**src/rtl/bpm_pkg.sv**
```systemverilog
package bpm_pkg;
    localparam int BP_DW    = 32;
    localparam int BP_LNKW  = 4;
    localparam int BP_BSELW = 4;

    typedef enum logic [1:0] {
        ML_ADDR      = 2'b00,
        ML_ADDR_LINK = 2'b01,
        ML_CTX       = 2'b10,
        ML_CTX_TGT   = 2'b11
    } ml_e;

    typedef struct packed {
        logic [BP_DW-1:0] ctrl;
        logic [BP_DW-1:0] val;
    } slot_t;

    // writable control bits common to all slots
    localparam logic [BP_DW-1:0] CTRL_BASE_MASK = 32'h001F_01E7;
    localparam logic [BP_DW-1:0] CTRL_MODE_BIT  = 32'h0020_0000;
endpackage

```
**src/rtl/bpm_regfile.sv**
```systemverilog
module bpm_regfile
    import bpm_pkg::*;
#(
    parameter int NPAIR     = 6,
    parameter int CTX_FIRST = 4,
    localparam int IDXW     = $clog2(NPAIR)
) (
    input  logic                  clk,
    input  logic                  rst_n,
    input  logic                  wr_en,
    input  logic                  wr_sel,
    input  logic [IDXW-1:0]       wr_idx,
    input  logic [BP_DW-1:0]      wr_data,
    output slot_t [NPAIR-1:0]     slots
);
    typedef struct packed {
        slot_t [NPAIR-1:0] s;
    } st_t;

    st_t st_d, st_q;

    function automatic logic [BP_DW-1:0] ctrl_mask(input int i);
        return (i >= CTX_FIRST) ? (CTRL_BASE_MASK | CTRL_MODE_BIT) : CTRL_BASE_MASK;
    endfunction

    always_comb begin
        st_d = st_q;
        for (int i = 0; i < NPAIR; i++) begin
            if (wr_en && (wr_idx == IDXW'(i))) begin
                if (wr_sel) st_d.s[i].val  = wr_data;
                else        st_d.s[i].ctrl = wr_data & ctrl_mask(i);
            end
        end
    end

    always_ff @(posedge clk or negedge rst_n) begin
        if (!rst_n) st_q <= '0;
        else        st_q <= st_d;
    end

    assign slots = st_q.s;

    p_refused_hold_r2: assert property (@(posedge clk) disable iff (!rst_n)
        !wr_en |=> $stable(st_q));

    for (genvar g = 0; g < NPAIR; g++) begin : g_chk
        p_resv_zero_r3: assert property (@(posedge clk) disable iff (!rst_n)
            (st_q.s[g].ctrl & ~ctrl_mask(g)) == '0);
    end
endmodule

```
**src/rtl/bpm_slot_cmp.sv**
```systemverilog
module bpm_slot_cmp
    import bpm_pkg::*;
#(
    parameter int NPAIR     = 6,
    parameter int CTX_FIRST = 4
) (
    input  logic              clk,
    input  logic              rst_n,
    input  slot_t [NPAIR-1:0] slots,
    input  logic [BP_DW-1:0]  iva,
    input  logic [BP_DW-1:0]  ctx,
    input  logic              priv,
    input  logic              mon,
    output logic [NPAIR-1:0]  raw
);
    logic [NPAIR-1:0] armed;   // slot is a live link target with a context match

    for (genvar g = 0; g < NPAIR; g++) begin : g_slot
        logic                en;
        logic [1:0]          filt;
        logic [BP_BSELW-1:0] bsel;
        logic [BP_LNKW-1:0]  tgt;
        ml_e                 ml;
        logic                pok, amatch, cmatch, tgt_ok;
        logic                unused_resv;

        assign en   = slots[g].ctrl[0];
        assign filt = slots[g].ctrl[2:1];
        assign bsel = slots[g].ctrl[8:5];
        assign tgt  = slots[g].ctrl[19:16];
        assign ml   = ml_e'(slots[g].ctrl[21:20]);
        assign unused_resv = ^{slots[g].ctrl[31:22], slots[g].ctrl[15:9], slots[g].ctrl[4:3]};

        assign pok    = priv ? filt[0] : filt[1];
        assign amatch = (iva[BP_DW-1:2] == slots[g].val[BP_DW-1:2]) && bsel[iva[1:0]];
        assign cmatch = (ctx == slots[g].val) && (bsel == '1);
        assign armed[g] = en && (ml == ML_CTX_TGT) && cmatch;

        always_comb begin
            tgt_ok = 1'b0;
            for (int j = CTX_FIRST; j < NPAIR; j++) begin
                if (j != g && tgt == BP_LNKW'(j)) tgt_ok = armed[j];
            end
        end

        always_comb begin
            unique case (ml)
                ML_ADDR:      raw[g] = en && amatch && pok;
                ML_ADDR_LINK: raw[g] = en && amatch && pok && tgt_ok;
                ML_CTX:       raw[g] = en && cmatch && pok && !(priv && mon);
                default:      raw[g] = 1'b0;
            endcase
        end

        p_ctx_supp_r7: assert property (@(posedge clk) disable iff (!rst_n)
            (ml == ML_CTX && priv && mon) |-> !raw[g]);
        p_self_link_r9: assert property (@(posedge clk) disable iff (!rst_n)
            (ml == ML_ADDR_LINK && tgt == BP_LNKW'(g)) |-> !raw[g]);
        p_link_target_r8: assert property (@(posedge clk) disable iff (!rst_n)
            (ml == ML_ADDR_LINK && raw[g]) |-> (tgt >= BP_LNKW'(CTX_FIRST) && tgt < BP_LNKW'(NPAIR)));
        p_tgt_silent_r11: assert property (@(posedge clk) disable iff (!rst_n)
            (ml == ML_CTX_TGT) |-> !raw[g]);
    end
endmodule

```
**src/rtl/bpm_prio.sv**
```systemverilog
module bpm_prio #(
    parameter int NPAIR = 6,
    localparam int IDXW = $clog2(NPAIR)
) (
    input  logic             clk,
    input  logic             rst_n,
    input  logic [NPAIR-1:0] raw,
    output logic             hit,
    output logic [IDXW-1:0]  idx
);
    always_comb begin
        hit = 1'b0;
        idx = '0;
        for (int i = NPAIR - 1; i >= 0; i--) begin
            if (raw[i]) begin
                hit = 1'b1;
                idx = IDXW'(i);
            end
        end
    end

    p_idx_hits_r10: assert property (@(posedge clk) disable iff (!rst_n)
        hit |-> raw[idx]);
    p_lowest_r10: assert property (@(posedge clk) disable iff (!rst_n)
        hit |-> ((raw & ((NPAIR'(1) << idx) - NPAIR'(1))) == '0));
    p_idle_r10: assert property (@(posedge clk) disable iff (!rst_n)
        (raw == '0) |-> (!hit && idx == '0));
endmodule

```
**src/rtl/bp_match_unit.sv**
```systemverilog
module bp_match_unit
    import bpm_pkg::*;
#(
    parameter int NPAIR     = 6,
    parameter int CTX_FIRST = 4,
    localparam int IDXW     = $clog2(NPAIR)
) (
    input  logic             clk,
    input  logic             rst_n,
    input  logic             acc_en,
    input  logic             acc_wr,
    input  logic             acc_sel,
    input  logic [IDXW-1:0]  acc_idx,
    input  logic [BP_DW-1:0] acc_wdata,
    output logic [BP_DW-1:0] acc_rdata,
    output logic             acc_undef,
    input  logic             priv,
    input  logic [1:0]       dbg_mode,
    input  logic [BP_DW-1:0] iva,
    input  logic [BP_DW-1:0] ctx,
    output logic             bp_hit,
    output logic [IDXW-1:0]  bp_idx
);
    slot_t [NPAIR-1:0] slots;
    logic [NPAIR-1:0]  raw;
    logic              mon, acc_ok;

    assign mon    = (dbg_mode == 2'b10);
    assign acc_ok = priv && mon && (acc_idx < IDXW'(NPAIR));
    assign acc_undef = acc_en && !acc_ok;

    always_comb begin
        acc_rdata = '0;
        for (int i = 0; i < NPAIR; i++) begin
            if (acc_en && acc_ok && acc_idx == IDXW'(i))
                acc_rdata = acc_sel ? slots[i].val : slots[i].ctrl;
        end
    end

    bpm_regfile #(.NPAIR(NPAIR), .CTX_FIRST(CTX_FIRST)) u_regs (
        .clk(clk), .rst_n(rst_n),
        .wr_en(acc_en && acc_wr && acc_ok), .wr_sel(acc_sel),
        .wr_idx(acc_idx), .wr_data(acc_wdata), .slots(slots)
    );

    bpm_slot_cmp #(.NPAIR(NPAIR), .CTX_FIRST(CTX_FIRST)) u_cmp (
        .clk(clk), .rst_n(rst_n), .slots(slots),
        .iva(iva), .ctx(ctx), .priv(priv), .mon(mon), .raw(raw)
    );

    bpm_prio #(.NPAIR(NPAIR)) u_prio (
        .clk(clk), .rst_n(rst_n), .raw(raw), .hit(bp_hit), .idx(bp_idx)
    );

    p_refused_r2: assert property (@(posedge clk) disable iff (!rst_n)
        (acc_en && !(priv && mon)) |-> (acc_undef && acc_rdata == '0));
endmodule

```
**config.mk**
```make
export PLATFORM = sky130hd
export DESIGN_NAME = bp_match_unit
export DESIGN_NICKNAME = d
export VERILOG_FILES = /design/src/rtl/bpm_pkg.sv /design/src/rtl/bpm_regfile.sv /design/src/rtl/bpm_slot_cmp.sv /design/src/rtl/bpm_prio.sv /design/src/rtl/bp_match_unit.sv
export SDC_FILE = /design/constraint.sdc
export NUM_CORES = 1
export LEC_CHECK = 0
export ABC_AREA = 1
export CORE_AREA = 5 5 198 200
export CTS_BUF_LIST = sky130_fd_sc_hd__clkbuf_4 sky130_fd_sc_hd__clkbuf_8 sky130_fd_sc_hd__clkbuf_16
export DETAILED_ROUTE_END_ITERATION = 16
export DIE_AREA = 0 0 203 205
export PLACE_DENSITY = 0.67
export SKIP_CTS_REPAIR_TIMING = 1
export SLEW_MARGIN = 20
export SYNTH_ARGS = -nofsm -noshare
export SYNTH_HDL_FRONTEND = slang
export SYNTH_SLANG_ARGS = --single-unit
```
**constraint.sdc**
```tcl
create_clock -name clk -period 2 [get_ports clk]
set_clock_uncertainty 0.05 [all_clocks]
set_input_delay 0.3 -clock clk [delete_from_list [all_inputs] [get_ports clk]]
set_output_delay 0.3 -clock clk [all_outputs]
set_load 0.05 [all_outputs]
```
==> results.md <==
- Status: complete, but fails checks
- Failing checks: setup timing
- Die ar.: between 0.04 and 0.05 mm^2
- Dpl cell area: 0.02293 mm^2
- Routed vias/inst: 5.910
- Max FFs per register: approximately 270
- Core area: 0.03722 mm^2
- Ys Warns: 0
- WL met1: about 34 mm
- Setup CP Type: primary input to output port
- First-pass GRT wire length: 125.1 mm
- Layout cell share with drive strength beyond 1: 32.87%
- Final #Nets: 2,987
- Initial drt markers: 2,688
- CP endpoint kind: output port
- Unrepaired setup endpoints after global routing: true
- # rows: around 70
- H-tree levels: 1
- Routed len/inst: 26.43 um
- Syn_nets: about 2,300
- TritonCTS clock tree: done
- Min Tclk post-route: around 3400 ps
- Initial Util: 42.38%
- Cell Area, Synth: 0.01578 mm^2
- Setup violators final: 36
- Max incr delay on CP: approximately 390 ps
- Hold Slack: between 100 and 150 ps
- Placed cells: 3,287
- Die Span Y: between 200 and 250 um
- Maximum vdd drop: 740.0 uV
- Largest net degree at the start of global routing: 65
- CP cell instances: clkdlybuf4s50_1 > buf_4 > inv_1 > nor2_1 > a221oi_1 > nor4b_1 > buf_4 > nand4_1 > nor2_1 > nand2_1 > nand2_4 > nor2_2 > nand2_2 > buf_12
- Fill cell count: 2,991
- Setup TNS: -25,980 ps
- Total power: 14.99 mW
- Clk pin slew, worst setup/hold paths: 60 ps
- Syn_area_per_cell: 7.226 um^2
- Slew margin rel.: between 50% and 60%
- Post-route clock period utilization: 167.7%
- Post-synthesis cell type count: 50
- Clock Latency Late Sink: 620 ps
- Longest Clk Path Bufs: 3
- DRT Wirelength: 89.35 mm
- Worst-Margin Slew: 609.5 ps
- IO Count: 144
- Gr ovfl total: 0
- Num CTS Buffers: 31
- Vias in the first global route: 18,830
- Max_cap viols: 0
- Worst setup SP type: primary input
- Seq cells post-synth: 266
- Post-route cell area: 0.02570 mm^2
- Total global-route track usage: 40.80%
- DR vias: approximately 20,000
- Synthesized netlist cell count: 2,183
- First-pass DRT Iterations: 6
- Synth-to-Final Area Change: 62.90%
- Final Wtd Congestion: roughly 1.1
- WL met3: around 10 mm
- Worst path arrival time: 3000 ps
- Fin worst setup slack: -1354 ps
- HPWL Detailed: 69.14 mm
- Min-delay worst type: primary input to async pin
- Antenna Violating Nets Remaining: 0
- Fin util: between 60% and 70%
- Top Layer Used: met4
- Final hold violation count: 0
- Clk sinks: approximately 270
- P_leak: 11.82 nW
- Clock root buffer master: clkbuf_16
- Crit Path Max Fanout: 4
- DR WL met2: between 30 and 40 mm
- Die Width: 203 um
- Required @ worst endpoint: 1650 ps
- Port Buffers: 143
- Post-synthesis sequential area ratio: 42.20%
- Fin. max-slew vios: 0
- Crit-path slowest cell: clkdlybuf4s50_1
- FMAX: just under 300 MHz
- Post-Layout Cell Count: between 3,000 and 4,000
- Power per Cell Area: between 500 and 600 mW/mm^2
- Initial antenna violation count: 3
- DRC violations left: 0
- Place WS: -1549 ps
[critical path, delay by kind of cell]
family,cells,cell delay [ps]
buffers and inverters,5,1080
AND/OR/NAND/NOR,8,1230
AO/OA/AOI/OAI,1,390
[power by group]
part / total [mW] / switching (mW) / internal (mW)
Clock: 6.41 / 2.57 / 3.84
Sequential: 5.80 / 0.214 / 5.59
Combinational: 2.77 / 1.58 / 1.19
Total: 15.0 / 4.36 / 10.6
[path summary, 6_finish.rpt]
kind	endpoint	start	cells after the start	slack, ps
setup reg to reg	u_regs.slots[328]$_DFFE_PN0P_	u_regs.slots[328]$_DFFE_PN0P_	5	850
min in group clk	u_regs.slots[208]$_DFFE_PN0P_	acc_sel	5	340
setup / recovery	bp_hit	iva[18]	14	-1350
hold / removal	u_regs.slots[345]$_DFFE_PN0P_	rst_n	2	150
max in group asynchronous	u_regs.slots[325]$_DFFE_PN0P_	rst_n	3	1040
hold reg to reg	u_regs.slots[91]$_DFFE_PN0P_	u_regs.slots[91]$_DFFE_PN0P_	2	440
[cell type report]
type	count	area (um^2)	share of cell area (%)
multi-input cells	1590	9316	36.25
repair buffers	770	7107	27.65
flip-flops and latches	266	6668	25.95
clock buffers	43	915.9	3.564
inverters	221	877.1	3.413
well taps	474	593.1	2.308
clock inverters	15	219.0	0.8520
diodes	1	2.502	0.009738
[cells in the mapped netlist (all sizes together)]
master | number | area [um^2]
nor3 | 19 | 117.6
a22o | 6 | 52.55
a31oi | 1 | 6.260
o21ai | 361 | 1807
o22ai | 60 | 375.4
nand2b | 1 | 6.260
xor2 | 32 | 280.3
clkbuf | 79 | 296.5
a221oi | 20 | 175.2
o311ai | 1 | 8.760
inv | 216 | 813.3
o2111ai | 16 | 140.1
clkinv | 5 | 18.77
a2111oi | 3 | 26.28
o21a | 1 | 15.01
o311a | 1 | 10.01
nand3 | 52 | 277.8
xnor2 | 41 | 359.1
nor4b | 2 | 17.52
nand2 | 702 | 2671
nor3b | 1 | 7.510
nor2 | 104 | 411.6
buf | 27 | 152.7
a21oi | 56 | 280.3
dfrtp | 266 | 6656
o211ai | 29 | 217.7
nand3b | 1 | 7.510
o221ai | 10 | 87.58
nand4 | 21 | 131.4
a211oi | 5 | 37.54
o31ai | 1 | 7.510
or2 | 9 | 56.31
and2 | 1 | 6.260
nor4 | 28 | 190.2
mux2i | 5 | 50.05
[kinds of logic (layout without fill, tap and decap cells)]
| family | Yosys count | in the layout | synth area share [%] |
|---|---|---|---|
| buffers and inverters | 327 | 1049 | 8.122 |
| DFF | 266 | 266 | 42.20 |
| AOI/OAI and AO/OA | 571 | 571 | 20.58 |
| xor gates and xnor gates | 73 | 73 | 4.053 |
| and+or+nand+nor | 941 | 941 | 24.73 |
| muxes | 5 | 5 | 0.3173 |
| other | 0 | 1 | 0 |
[layer usage]
layer	vias up	global-route usage, %
li1	8693	-
met1	9483	55.21
met2	1451	62.10
met3	349	7.915
met4	0	21.80
met5	-	0
[cells in the final DEF, fill, tap and decap left out, drive strengths merged, types with 6 or more instances in the layout]
cell and n:
clkbuf 47, a221oi 20, nand4 21, o22ai 60, a21oi 56, o221ai 10, o21ai 361, nand2 702
nor4 28, xnor2 41, nand3 52, a22o 6, inv 216, xor2 32, clkdlybuf4s50 96, buf 664
nor2 104, o211ai 29, clkinv 14, dfrtp 266, nor3 19, o2111ai 16, or2 9
(Power assumes the default switching activity.)
